<file path="config.mk">
export PLATFORM = sky130hd
export DESIGN_NAME = gf_inv_engine
export DESIGN_NICKNAME = d
export VERILOG_FILES = /design/src/rtl/gfinv_pkg.sv /design/src/rtl/gf_mul.sv /design/src/rtl/gf_inv_seq.sv /design/src/rtl/gf_inv_dp.sv /design/src/rtl/gf_inv_engine.sv
export SDC_FILE = /design/constraint.sdc
export NUM_CORES = 1
export LEC_CHECK = 0
export ABC_AREA = 1
export BUFFER_PORTS_ARGS = -buffer_cell sky130_fd_sc_hd__buf_2
export CORE_UTILIZATION = 45
export DETAILED_ROUTE_END_ITERATION = 10
export GPL_TIMING_DRIVEN = 0
export PLACE_DENSITY = 0.62
export REMOVE_ABC_BUFFERS = 1
export SLEW_MARGIN = 40
export SYNTH_ARGS = -nofsm -noshare
export SYNTH_HDL_FRONTEND = slang
export SYNTH_SLANG_ARGS = --single-unit
export TNS_END_PERCENT = 50
</file>
<file path="constraint.sdc">
create_clock -name clk -period 2.8 [get_ports clk]
set_clock_uncertainty 0.05 [all_clocks]
set_input_delay 0.7 -clock clk [delete_from_list [all_inputs] [get_ports clk]]
set_output_delay 0.7 -clock clk [all_outputs]
set_load 0.02 [all_outputs]
</file>
<file path="src/rtl/gfinv_pkg.sv">
package gfinv_pkg;

  typedef enum logic {
    PH_SQR = 1'b0,
    PH_MUL = 1'b1
  } phase_e;

  // Exponent that yields the inverse: 2^w - 2 (all ones except bit 0).
  function automatic int unsigned inv_exponent(input int unsigned w);
    return (1 << w) - 2;
  endfunction

endpackage

</file>
<file path="src/rtl/gf_mul.sv">
module gf_mul #(
  parameter int unsigned W    = 8,
  parameter logic [W:0]  POLY = 9'h11B
) (
  input  logic [W-1:0] a_i,
  input  logic [W-1:0] b_i,
  output logic [W-1:0] p_o
);

  // Horner style: walk b from its top bit, shift-reduce, then add a.
  logic [W-1:0] part [0:W];

  assign part[0] = '0;

  for (genvar k = 0; k < W; k++) begin : g_row
    logic [W-1:0] shifted;
    assign shifted   = {part[k][W-2:0], 1'b0} ^ (part[k][W-1] ? POLY[W-1:0] : '0);
    assign part[k+1] = shifted ^ (b_i[W-1-k] ? a_i : '0);
  end

  assign p_o = part[W];

endmodule

</file>
<file path="src/rtl/gf_inv_seq.sv">
module gf_inv_seq
  import gfinv_pkg::*;
#(
  parameter int unsigned W = 8
) (
  input  logic                 clk,
  input  logic                 rst,
  input  logic                 start_i,
  output logic                 busy_o,
  output logic                 done_o,
  output logic                 load_o,
  output logic                 last_o,
  output phase_e               phase_o,
  output logic [$clog2(W)-1:0] bit_idx_o
);

  localparam int unsigned STEPS = 2 * W;
  localparam int unsigned CW    = $clog2(STEPS);
  localparam int unsigned BW    = $clog2(W);

  logic [CW-1:0] step_q;
  logic          busy_q;
  logic          done_q;

  assign load_o    = start_i && !busy_q;
  assign last_o    = busy_q && (step_q == CW'(STEPS - 1));
  assign phase_o   = step_q[0] ? PH_MUL : PH_SQR;
  assign bit_idx_o = BW'(W - 1) - BW'(step_q >> 1);

  always_ff @(posedge clk) begin
    if (rst) begin
      step_q <= '0;
      busy_q <= 1'b0;
      done_q <= 1'b0;
    end else begin
      done_q <= 1'b0;
      if (load_o) begin
        step_q <= '0;
        busy_q <= 1'b1;
      end else if (busy_q) begin
        if (last_o) begin
          busy_q <= 1'b0;
          done_q <= 1'b1;
          step_q <= '0;
        end else begin
          step_q <= step_q + 1'b1;
        end
      end
    end
  end

  assign busy_o = busy_q;
  assign done_o = done_q;

endmodule

</file>
<file path="src/rtl/gf_inv_dp.sv">
module gf_inv_dp
  import gfinv_pkg::*;
#(
  parameter int unsigned W    = 8,
  parameter logic [W:0]  POLY = 9'h11B
) (
  input  logic         clk,
  input  logic         rst,
  input  logic         load_i,
  input  logic         busy_i,
  input  logic         last_i,
  input  phase_e       phase_i,
  input  logic         exp_bit_i,
  input  logic [W-1:0] operand_i,
  output logic [W-1:0] result_o
);

  logic [W-1:0] base_q;
  logic [W-1:0] acc_q;
  logic [W-1:0] res_q;
  logic [W-1:0] mul_b;
  logic [W-1:0] prod;
  logic         take;

  // One shared multiplier: acc*acc on square steps, acc*base on multiply steps.
  assign mul_b = (phase_i == PH_MUL) ? base_q : acc_q;

  gf_mul #(.W(W), .POLY(POLY)) u_mul (
    .a_i (acc_q),
    .b_i (mul_b),
    .p_o (prod)
  );

  assign take = (phase_i == PH_SQR) || exp_bit_i;

  always_ff @(posedge clk) begin
    if (rst) begin
      base_q <= '0;
      acc_q  <= '0;
      res_q  <= '0;
    end else if (load_i) begin
      base_q <= operand_i;
      acc_q  <= W'(1);
    end else if (busy_i) begin
      if (take) acc_q <= prod;
      if (last_i) res_q <= take ? prod : acc_q;
    end
  end

  assign result_o = res_q;

endmodule

</file>
<file path="src/rtl/gf_inv_engine.sv">
module gf_inv_engine
  import gfinv_pkg::*;
#(
  parameter int unsigned W    = 8,
  parameter logic [W:0]  POLY = 9'h11B
) (
  input  logic         clk,
  input  logic         rst,
  input  logic         start_i,
  input  logic [W-1:0] operand_i,
  output logic         busy_o,
  output logic         done_o,
  output logic [W-1:0] result_o
);

  localparam int unsigned BW  = $clog2(W);
  localparam logic [W-1:0] EXP = W'(inv_exponent(W));

  logic          load;
  logic          last;
  phase_e        phase;
  logic [BW-1:0] bit_idx;
  logic          exp_bit;

  gf_inv_seq #(.W(W)) u_seq (
    .clk       (clk),
    .rst       (rst),
    .start_i   (start_i),
    .busy_o    (busy_o),
    .done_o    (done_o),
    .load_o    (load),
    .last_o    (last),
    .phase_o   (phase),
    .bit_idx_o (bit_idx)
  );

  assign exp_bit = EXP[bit_idx];

  gf_inv_dp #(.W(W), .POLY(POLY)) u_dp (
    .clk       (clk),
    .rst       (rst),
    .load_i    (load),
    .busy_i    (busy_o),
    .last_i    (last),
    .phase_i   (phase),
    .exp_bit_i (exp_bit),
    .operand_i (operand_i),
    .result_o  (result_o)
  );

endmodule

</file>
### After elaboration in Yosys (flattened, before gate mapping)

Memory sizes are Yosys's and may differ from the RTL's.
Cells that the tools add are included.

* bits in registers: 30
* memory bits (read-only): 8
* input port bits: 11
* output and inout bits: 10
* word-level logic and storage cells: 63
* memories: 1

* $add $sub $neg: 2
* order comparisons: 1
* equality and inequality tests: 1
* multiplexer cells: 26
* bitwise logic cells: 17
* reductions and logical operators: 8

Memories
* (no name shown): words 8, width 1, rd ports 1, clocked after Yosys merged registers in 0, write ports 0, RTL line gf_inv_engine.sv:37 `assign exp_bit = EXP[bit_idx];`

Operator list (number)
* $mux 8: 10
* $xor 8x8->8: 8
* $xor 8x5->8: 6
* $mux 5: 7
* $mux 1: 8
* $add 4x1->4 const B: 1
* $eq 4x4->1 const B: 1
* $lt 3x4->1 const B: 1
* $mux 4: 1
* $not 1->1: 3
* $reduce_and 3->1: 1
* $reduce_or 3->1: 1
* $sub 3x3->3 const A: 1
* $logic_and 1x1->1: 2
* $reduce_bool 2->1: 1
* $reduce_or 2->1: 1
* $logic_not 1->1: 1
* $logic_or 1x1->1: 1

### Longest topological paths before layout

Gate-level depths: netlist of the first run.

* depth after elaboration: 27
* mapped depth: 23
* depth with buffers taken out: 22

### Modules after synthesis

A second synthesis of the first run with hierarchy kept.

* cells, all modules: 509
* area, all modules: 2924.1 um2

Modules (own cells, without submodules)
* gf_mul: instances 1, cells an instance 301, area each 1503.9 um2, sequential area each 0.0 um2
* gf_inv_dp: instances 1, cells an instance 165, area each 1116.1 um2, sequential area each 480.5 um2
* gf_inv_seq: instances 1, cells an instance 40, area each 292.8 um2, sequential area each 120.1 um2
* gf_inv_engine: instances 1, cells an instance 3, area each 11.3 um2, sequential area each 0.0 um2

### Worst setup path before layout of the first run

No wires, ideal clock.

* kind: flip-flop to flip-flop
* start: register u_seq.step_q[0]
* end: register u_dp.acc_q[6]
* library setup time: 0.109 ns
* data arrival time: 1.896 ns
* data required time: 2.641 ns
* setup slack: 0.745 ns
* stages on the path, launching flop included: 21
* buffers on the path: 2
* period minus slack after synthesis: 2.055 ns
* path through: dfxtp_1 buf_6 buf_8 nand2_2 nand2_2 nor2_1 nand2_1 nand2_1 inv_1 nand2_1 nand2_2 xor2_1 nand2_1 nand2_1 or2_1 nand3_1 nand2_1 nand2_1 nand2_1 nand2_1 inv_1

* longest elaborated chain between the ends: 20
* elaborated cells on any way between the ends: 31
* those cells by class: mux (15); bitwise (15); reduce/logical (1)

Ends and longest elaborated chain
* from (decl): RTL line gf_inv_seq.sv:21 `logic [CW-1:0] step_q;`
* from (signal assigned): RTL line gf_inv_seq.sv:46 `step_q <= step_q + 1'b1;`
* $mux 1 (*): RTL line gf_inv_seq.sv:27 `assign phase_o = step_q[0] ? PH_MUL : PH_SQR;`
* $mux 8: RTL line gf_inv_dp.sv:26 `assign mul_b = (phase_i == PH_MUL) ? base_q : acc_q;`
* $mux 8: RTL line gf_mul.sv:18 `assign part[k+1] = shifted ^ (b_i[W-1-k] ? a_i : '0);`
* $mux 5: RTL line gf_mul.sv:17 `assign shifted = {part[k][W-2:0], 1'b0} ^ (part[k][W-1] ? POLY[W-1:0] : '0);`
* $xor 8x5->8: RTL line gf_mul.sv:17
* $xor 8x8->8: RTL line gf_mul.sv:18
* $xor 8x5->8: RTL line gf_mul.sv:17
* $xor 8x8->8: RTL line gf_mul.sv:18
* (+4 left out)
* $mux 5: RTL line gf_mul.sv:17
* $xor 8x5->8: RTL line gf_mul.sv:17
* $xor 8x8->8: RTL line gf_mul.sv:18
* $xor 8x5->8: RTL line gf_mul.sv:17
* $xor 8x8->8: RTL line gf_mul.sv:18
* $xor 8x8->8: RTL line gf_mul.sv:17
* $xor 8x8->8: RTL line gf_mul.sv:18
* $mux 8 (*)
* to (signal assigned): RTL line gf_inv_dp.sv:45 `if (take) acc_q <= prod;`
* to (decl): RTL line gf_inv_dp.sv:19 `logic [W-1:0] acc_q;`

Every way passes the cells marked *; elsewhere a longest branch is shown, timed or not.
A chain may end at the register's enable or synchronous reset.

### Worst setup path after layout of the first run

* start: register u_dp.acc_q[5]
* end: register u_dp.acc_q[6]

* longest elaborated chain between the ends: 16
* elaborated cells on any way between the ends: 20
* those cells by class: mux (7); bitwise (13)

Ends and longest elaborated chain (RTL line)
* $mux 8: gf_mul.sv:18
* $xor 8x8->8: gf_mul.sv:18
* $xor 8x5->8: gf_mul.sv:17
* $xor 8x8->8: gf_mul.sv:18
* $xor 8x5->8: gf_mul.sv:17
* $xor 8x8->8: gf_mul.sv:18
* $mux 5: gf_mul.sv:17
* $xor 8x5->8: gf_mul.sv:17
* $xor 8x8->8: gf_mul.sv:18
* $xor 8x5->8: gf_mul.sv:17
* $xor 8x8->8: gf_mul.sv:18
* $xor 8x5->8: gf_mul.sv:17
* $xor 8x8->8 (*): gf_mul.sv:18
* $xor 8x8->8 (*): gf_mul.sv:17
* $xor 8x8->8 (*): gf_mul.sv:18
* $mux 8 (*)

Marked as above.

==> results.md, run 1 <==
* Core area at 6350 µm²
* CP startpoint kind: register
* Initial Util at a little under half
* Antenna Violating Nets Remaining at 0
* Total power at roughly 1500 µW
* Hold buffer count at cts at 0
* Synth warn at 0
* Hold Path Depth at 2
* Leading post-synthesis cells by cell area: nand2_1 (24%), dfxtp_1 (20%), nand3_1 (11%)
* Post-route setup slack at 0.2810 ns
* Seq/Total Area, Yosys at about a fifth
* DR iter-0 viols at about 170
* Reg2Reg Capture Point: u_dp.acc_q[6]$_SDFFE_PP0P_
* Static leakage at around 0.0017 µW
* Post-DP HPWL at ~6.4 mm
* Yosys cell types at 31
* Grt ovf at 0
* CP most frequent cell: nand2_1
* Root Buffer: clkbuf_8
* TritonCTS clock tree: done
* Chip Width at between 80 and 90 µm
* Place WS at -0.1926 ns
* Worst Setup Path Type: reg -> reg
* Critical path peak fanout at 9
* Clock sink count at 30
* Worst endpoint data arrival time at 2.64 ns
* TritonRoute pass-1 iters at 4
* Storage element area at 610.6 µm²
* Status: finished, final reports clean
* Vias per Instance at approximately 5.2
* RSZ-0062 raised after global routing: no
* Largest net degree at the start of global routing at 18
* Worst r2r path cells at 19
* DIE AREA at 6921 µm²
* Routed WL per cell at between 10 and 15 µm
* Setup tns final at 0 ns
* Synth Register Bits at 30
* Total routed wirelength at around 8.1 mm
* Fmax at just under 400 MHz
* CTS H-tree lvls at 2
* R2R setup slack at about 0.28 ns
* # IOs at 21
* N_diodes at 0
* Number of global-route vias before repair at just under 3000
* Post-Synthesis Cell Area at 2967 µm²
* Worst-path clk slew at roughly 0.06 ns
* I/O Buffers at 20
* Crit path largest cell delay at about 0.55 ns
* Max clock buf depth at 2
* Reg2reg start: u_dp.acc_q[5]$_SDFFE_PP0P_
* Area share of the largest cell type after synthesis at about 24%
* Gr usage total at between 20% and 30%
* Critical Path RT at slightly below 3 ns
* Hold Path Class: reg -> reg
* Final period utilization at roughly 90%
* Buf/Inv on CP at 3
* GPL Wtd Cong at 0.9178
* Worst setup EP type: register
* Layout cell share with drive strength beyond 1 at 13.04%
* Via count at 3298
* Setup violators final at 0
* End-of-flow core utilization at approximately half
* Hold Path Origin: u_dp.base_q[3]$_SDFFE_PP0P_
* Syn avg cell area at between 5 and 6 µm²
* Initial antenna violation count at 0
* DRC Markers at 0
* Synthesized instance count at between 500 and 600
* Max-slew headroom at between 60% and 70%
* Most frequent cells in the layout: nand2_1 (191), nand3_1 (65), inv_1 (64), nor2_1 (49)
* Max-Cap Viols at 0
* Crit path cell chain: inv_4, nand2_4, nand2_2, nor2_1, nand2_1, nand2_1, inv_1, nand2_1, nand2_1, xor2_1, nand3_1, nand2_1, or2_1, nand3_1, nand2_1, nand2_1, nand2_1, nand2_1, inv_1
* End of the worst hold path: u_dp.base_q[3]$_SDFFE_PP0P_
* Final hold vios at 0
* VDD IR max at between 300 and 400 µV
* PD cells at about 450 nW/µm²
* Crit-path slowest cell: dfxtp_1
* Yosys top cell by area: nand2_1
* Worst-Margin Slew at ~0.56 ns
* Commonest non-fill, non-tap cell in the layout: nand2_1
* Filler cells at 686
* Height of the die at between 80 and 90 µm
* Nets@finish at 572
* Area growth syn-to-layout at 9.785%
* Multi-input logic area at between 2000 and 2500 µm²
* Global-route wire length before repair at about 14 mm
* TritonCTS buffer count at 5
* Cell row count at 29
* Clock latency on the worst-skew pair at 0.28 ns
* CP delay by family, top: simple AND/OR/NAND/NOR gates
* Max-slew violations at 0
* Crit path time final at 2.519 ns
## cell type report
cell class | instances | area share, %
Multi-Input combinational cell | 427 | 62.39
Clock buffer | 6 | 2.536
Clock inverter | 1 | 0.9220
Sequential cell | 30 | 18.75
Tap cell | 77 | 2.958
Timing Repair Buffer | 24 | 3.995
Inverter | 72 | 8.452
## power by group
part	leakage, µW	internal [µW]	total (µW)	switching (µW)
combinational	0.00137	166	535	368
clock	0.0000573	284	438	154
sequential	0.000247	448	481	33.3
total	0.00167	899	1450	555
## routing by layer
metal / GRT usage (%) / wire length, µm / up-vias
li1: - / - / 1734
met1: 32.19 / 3794 / 1470
met2: 39.12 / 3642 / 81
met3: 4.076 / 432 / 13
met4: 8.777 / 184 / 0
met5: 0 / 0 / -
## worst max-delay path by stage
| stage | from | endpoint | slack, ns | cells past startpoint |
|---|---|---|---|---|
| 2_1_floorplan | u_seq.step_q[0]$_SDFFE_PP0P_ | u_dp.acc_q[6]$_SDFFE_PP0P_ | 0.36 | 16 |
| 3_3_place_gp | u_seq.step_q[0]$_SDFFE_PP0P_ | u_dp.acc_q[1]$_SDFFE_PP0P_ | -0.15 | 21 |
| 3_5_place_dp | u_seq.step_q[0]$_SDFFE_PP0P_ | u_dp.acc_q[1]$_SDFFE_PP0P_ | -0.19 | 21 |
| 4_1_cts | u_dp.acc_q[7]$_SDFFE_PP0P_ | u_dp.acc_q[1]$_SDFFE_PP0P_ | 0.05 | 21 |
| 5_1_grt | u_seq.step_q[0]$_SDFFE_PP0P_ | u_dp.result_o[4]$_SDFFE_PP0P_ | 0.007 | 20 |
| 6_report | u_dp.acc_q[5]$_SDFFE_PP0P_ | u_dp.acc_q[6]$_SDFFE_PP0P_ | 0.28 | 19 |
## through the flow
stage	hold WS, ns	cells	instance area, µm²
finish	0.4283	637	3257
global route	0.4474	637	3257
CTS	0.4279	633	3208
detailed placement	0.4193	626	3094
global placement	0.4108	626	3094
floorplan	0.3974	529	2898
## registers in the layout (all words and copies together), names as in the netlist
signal         count
u_dp.result_o      8
u_seq.busy_o       1
u_dp.acc_q         8
u_seq.done_o       1
u_seq.step_q       4
u_dp.base_q        8
## worst min-delay path, delay by kind of cell (launching register included)
kind                   cells  cell delay (ns)
AOI/OAI and AO/OA          1             0.06
buffers and inverters      1             0.07
DFF                        1             0.29
## cells by family (layout without fill, tap and decap cells)
logic type,count (synthesis),count (layout),share of synthesized area [%]
xor gates and xnor gates,22,22,6.495
buffers and inverters,83,103,11.60
and+or+nand+nor,348,348,51.24
DFF,30,30,20.24
AOI/OAI and AO/OA,56,56,9.996
adders and majority gates,1,1,0.4217
## cells in the mapped netlist, drive strengths merged
library cell  number
nand3             65
buf                7
o21ai             27
nand4              5
xor2              16
inv               71
a211oi             1
xnor2              6
clkbuf             4
ha                 1
nor2              52
nand3b             3
nor3               5
nand2            214
dfxtp             30
clkinv             1
a22oi              1
or2                4
a21oi             27
## repair_timing
item,4_1_cts,5_1_grt
resized for setup,1,7
setup endpoints to repair,14,14
endpoints found under the hold margin,0,0
buffers inserted,0,4
(Power assumes the default switching activity.)
==> run 2: changes to the inputs <==
PLACE_DENSITY = 0.65   (was 0.62)
clock period = 2.3 ns   (was 2.8 ns; I/O delays follow)
==> results.md, run 2 (synthesis results as in run 1) <==
* Global-route wire length before repair at 13.72 mm (+0.61%)
* Status: finished, violations left
* Chip Width at 83.20 µm (unchanged)
* TritonCTS buffer count at 5 (unchanged)
* Final hold vios at 0 (unchanged)
* PD cells at 551.0 nW/µm² (+23%)
* Area growth syn-to-layout at 24.08%
* I/O Buffers at 20 (unchanged)
* Hold Path Class: reg -> reg
* Worst-path clk slew at 0.06 ns (about the same)
* RSZ-0062 raised after global routing: yes
* Post-route setup slack at -0.005058 ns (-0.2861 ns)
* Number of global-route vias before repair at 3089 (+4.8%)
* # IOs at 21 (unchanged)
* Via count at 3426 (+3.9%)
* Placed Area at 3094 µm² (unchanged)
* CTS H-tree lvls at 2 (unchanged)
* Reg2reg start: u_seq.step_q[0]$_SDFFE_PP0P_
* DIE AREA at 6921 µm² (unchanged)
* Largest net degree at the start of global routing at 17 (-1)
* Post-DP HPWL at 6.213 mm (-2.2%)
* Initial Util at 46.72% (unchanged)
* TritonCTS clock tree: done
* Max layer used: met4
* Height of the die at 83.20 µm (unchanged)
* Static leakage at 0.001794 µW (+7.4%)
* GPL Wtd Cong at 0.9319 (+1.5%)
* Final period utilization at 100.2% (+10 points)
* Most frequent cells in the layout: nand2_1 (158), inv_1 (60), nand3_1 (58), nand2_2 (41), nor2_1 (41)
* TritonRoute pass-1 iters at 5 (+1)
* Crit-path slowest cell: dfxtp_4
* Cell row count at 29 (unchanged)
* Commonest non-fill, non-tap cell in the layout: nand2_1
* Hold Path Origin: u_dp.base_q[1]$_SDFFE_PP0P_
* Final instance area at 3681 µm² (+13%)
* Worst endpoint data arrival time at 2.46 ns (-0.18 ns)
* Core area at 6350 µm² (unchanged)
* Worst-Margin Slew at 0.5312 ns (-0.03049 ns)
* Crit path cell chain: inv_8, nand2_1, nand2_4, nand3_1, nand3_1, nand3b_1, nand2_2, inv_1, nand3_1, nand2_2, inv_2, nand2_2, xor2_2, or2_1, a21oi_2
* Critical path peak fanout at 10 (+1)
* Vias per Instance at 5.271 (+1.8%)
* Gr usage total at 24.63% (+0.48 points)
* CP delay by family, top: simple AND/OR/NAND/NOR gates
* Failing checks: negative setup slack
* DR iter-0 viols at 162 (-5.8%)
* Clock sink count at 30 (unchanged)
* Worst Setup Path Type: reg -> reg
* Max-Cap Viols at 0 (unchanged)
* Nets@finish at 584 (+2.1%)
* Clock latency on the worst-skew pair at 0.29 ns (about the same)
* Metal2 WL at 4.030 mm (+11%)
* Total power at 2028 µW (+39%)
* Setup violators final at 1 (+1)
* DRC Markers at 0 (unchanged)
* Grt ovf at 0 (unchanged)
* Layout cell share with drive strength beyond 1 at 26.18% (+13 points)
* Total routed wirelength at 8.427 mm (+4.6%)
* Max clock buf depth at 2 (unchanged)
* CP startpoint kind: register
* Crit path largest cell delay at 0.40 ns (-0.15 ns)
* Initial antenna violation count at 0 (unchanged)
* Antenna Violating Nets Remaining at 0 (unchanged)
* Max-slew violations at 0 (unchanged)
* Crit path time final at 2.305 ns (-0.2139 ns)
* VDD IR max at 553.0 µV (+50%)
* Routed WL per cell at 12.96 µm (+2.5%)
* Max-slew headroom at 64.45% (+2.0 points)
* N_diodes at 0 (unchanged)
* CP startpoint: u_seq.step_q[0]$_SDFFE_PP0P_
* Fmax at 433.8 MHz (+9.3%)
* Buf/Inv on CP at 3 (unchanged)
* Wire length on met3 at 383 µm (-11%)
* Worst setup EP type: register
* Root Buffer: clkbuf_8
* Wire length on met1 at 3.762 mm (-0.84%)
* Critical Path RT at 2.46 ns (-0.46 ns)
==> run 2: cell types whose count changed in the layout (fill, tap and decap cells not counted), sizes merged <==
cell | before | now
buf | 24 | 36
bufinv | 1 | 2
clkinvlp | 0 | 1
inv | 71 | 70
==> run 2: power breakdown <==
part	leakage, µW	total [µW]	internal (µW)	switching (µW)
logic	0.00147	775	259	516
registers	0.000251	585	545	39.4
clock network	0.0000714	669	462	207
total	0.00179	2030	1270	762
==> run 2: repair_timing <==
item | CTS | global route
hold buffers | 0 | 0
resized for setup | 35 | 65
buffers inserted | 8 | 8
pin swaps | 5 | 14
endpoints found under the setup margin | 16 | 19
==> run 2: path summary, 6_finish.rpt <==
path | endpoint | slack (ns) | cells past startpoint
hold reg to reg | u_dp.base_q[1]$_SDFFE_PP0P_ | 0.43 | 2
setup / recovery | u_dp.acc_q[0]$_SDFFE_PP0P_ | -0.005 | 15
hold / removal | u_dp.base_q[1]$_SDFFE_PP0P_ | 0.43 | 2
setup reg to reg | u_dp.acc_q[0]$_SDFFE_PP0P_ | -0.005 | 15
==> run 2: worst reg2reg max path, delay by kind of cell, from the launching register on <==
family                    cells  cell delay, ns
AOI/OAI and AO/OA             1            0.13
xor gates and xnor gates      1            0.19
buffers and inverters         3            0.27
DFF                           1            0.40
and+or+nand+nor              10            1.21
==> run 2: layout make-up <==
type / count / area, µm²
well taps: 77 / 96.34
fillers: 602 / 2669
inverters: 72 / 294.0
clock inverters: 2 / 60.06
clock buffers: 6 / 82.58
repair buffers: 36 / 231.5
flip-flops and latches: 30 / 628.1
multi-input cells: 427 / 2288
==> run 2: per-layer routing <==
metal,track usage [%],vias to the layer above
li1,-,1751
met1,30.59,1566
met2,42.32,90
met3,2.684,19
met4,11.91,0
met5,0,-
==> run 2: through the flow <==
stage                TNS [ns]  setup WS, ns  hold slack (ns)  utilization (%)  instances
CTS                         0     0.0007425           0.4326            53.54        642
floorplan              -1.241       -0.1437           0.3974                -        529
detailed placement     -9.386       -0.7037           0.4209            48.73        626
global placement       -8.836       -0.6476           0.4101            48.73        626
finish              -0.005058     -0.005058           0.4303            57.97        650
global route           -1.823       -0.1841           0.4512            57.97        650
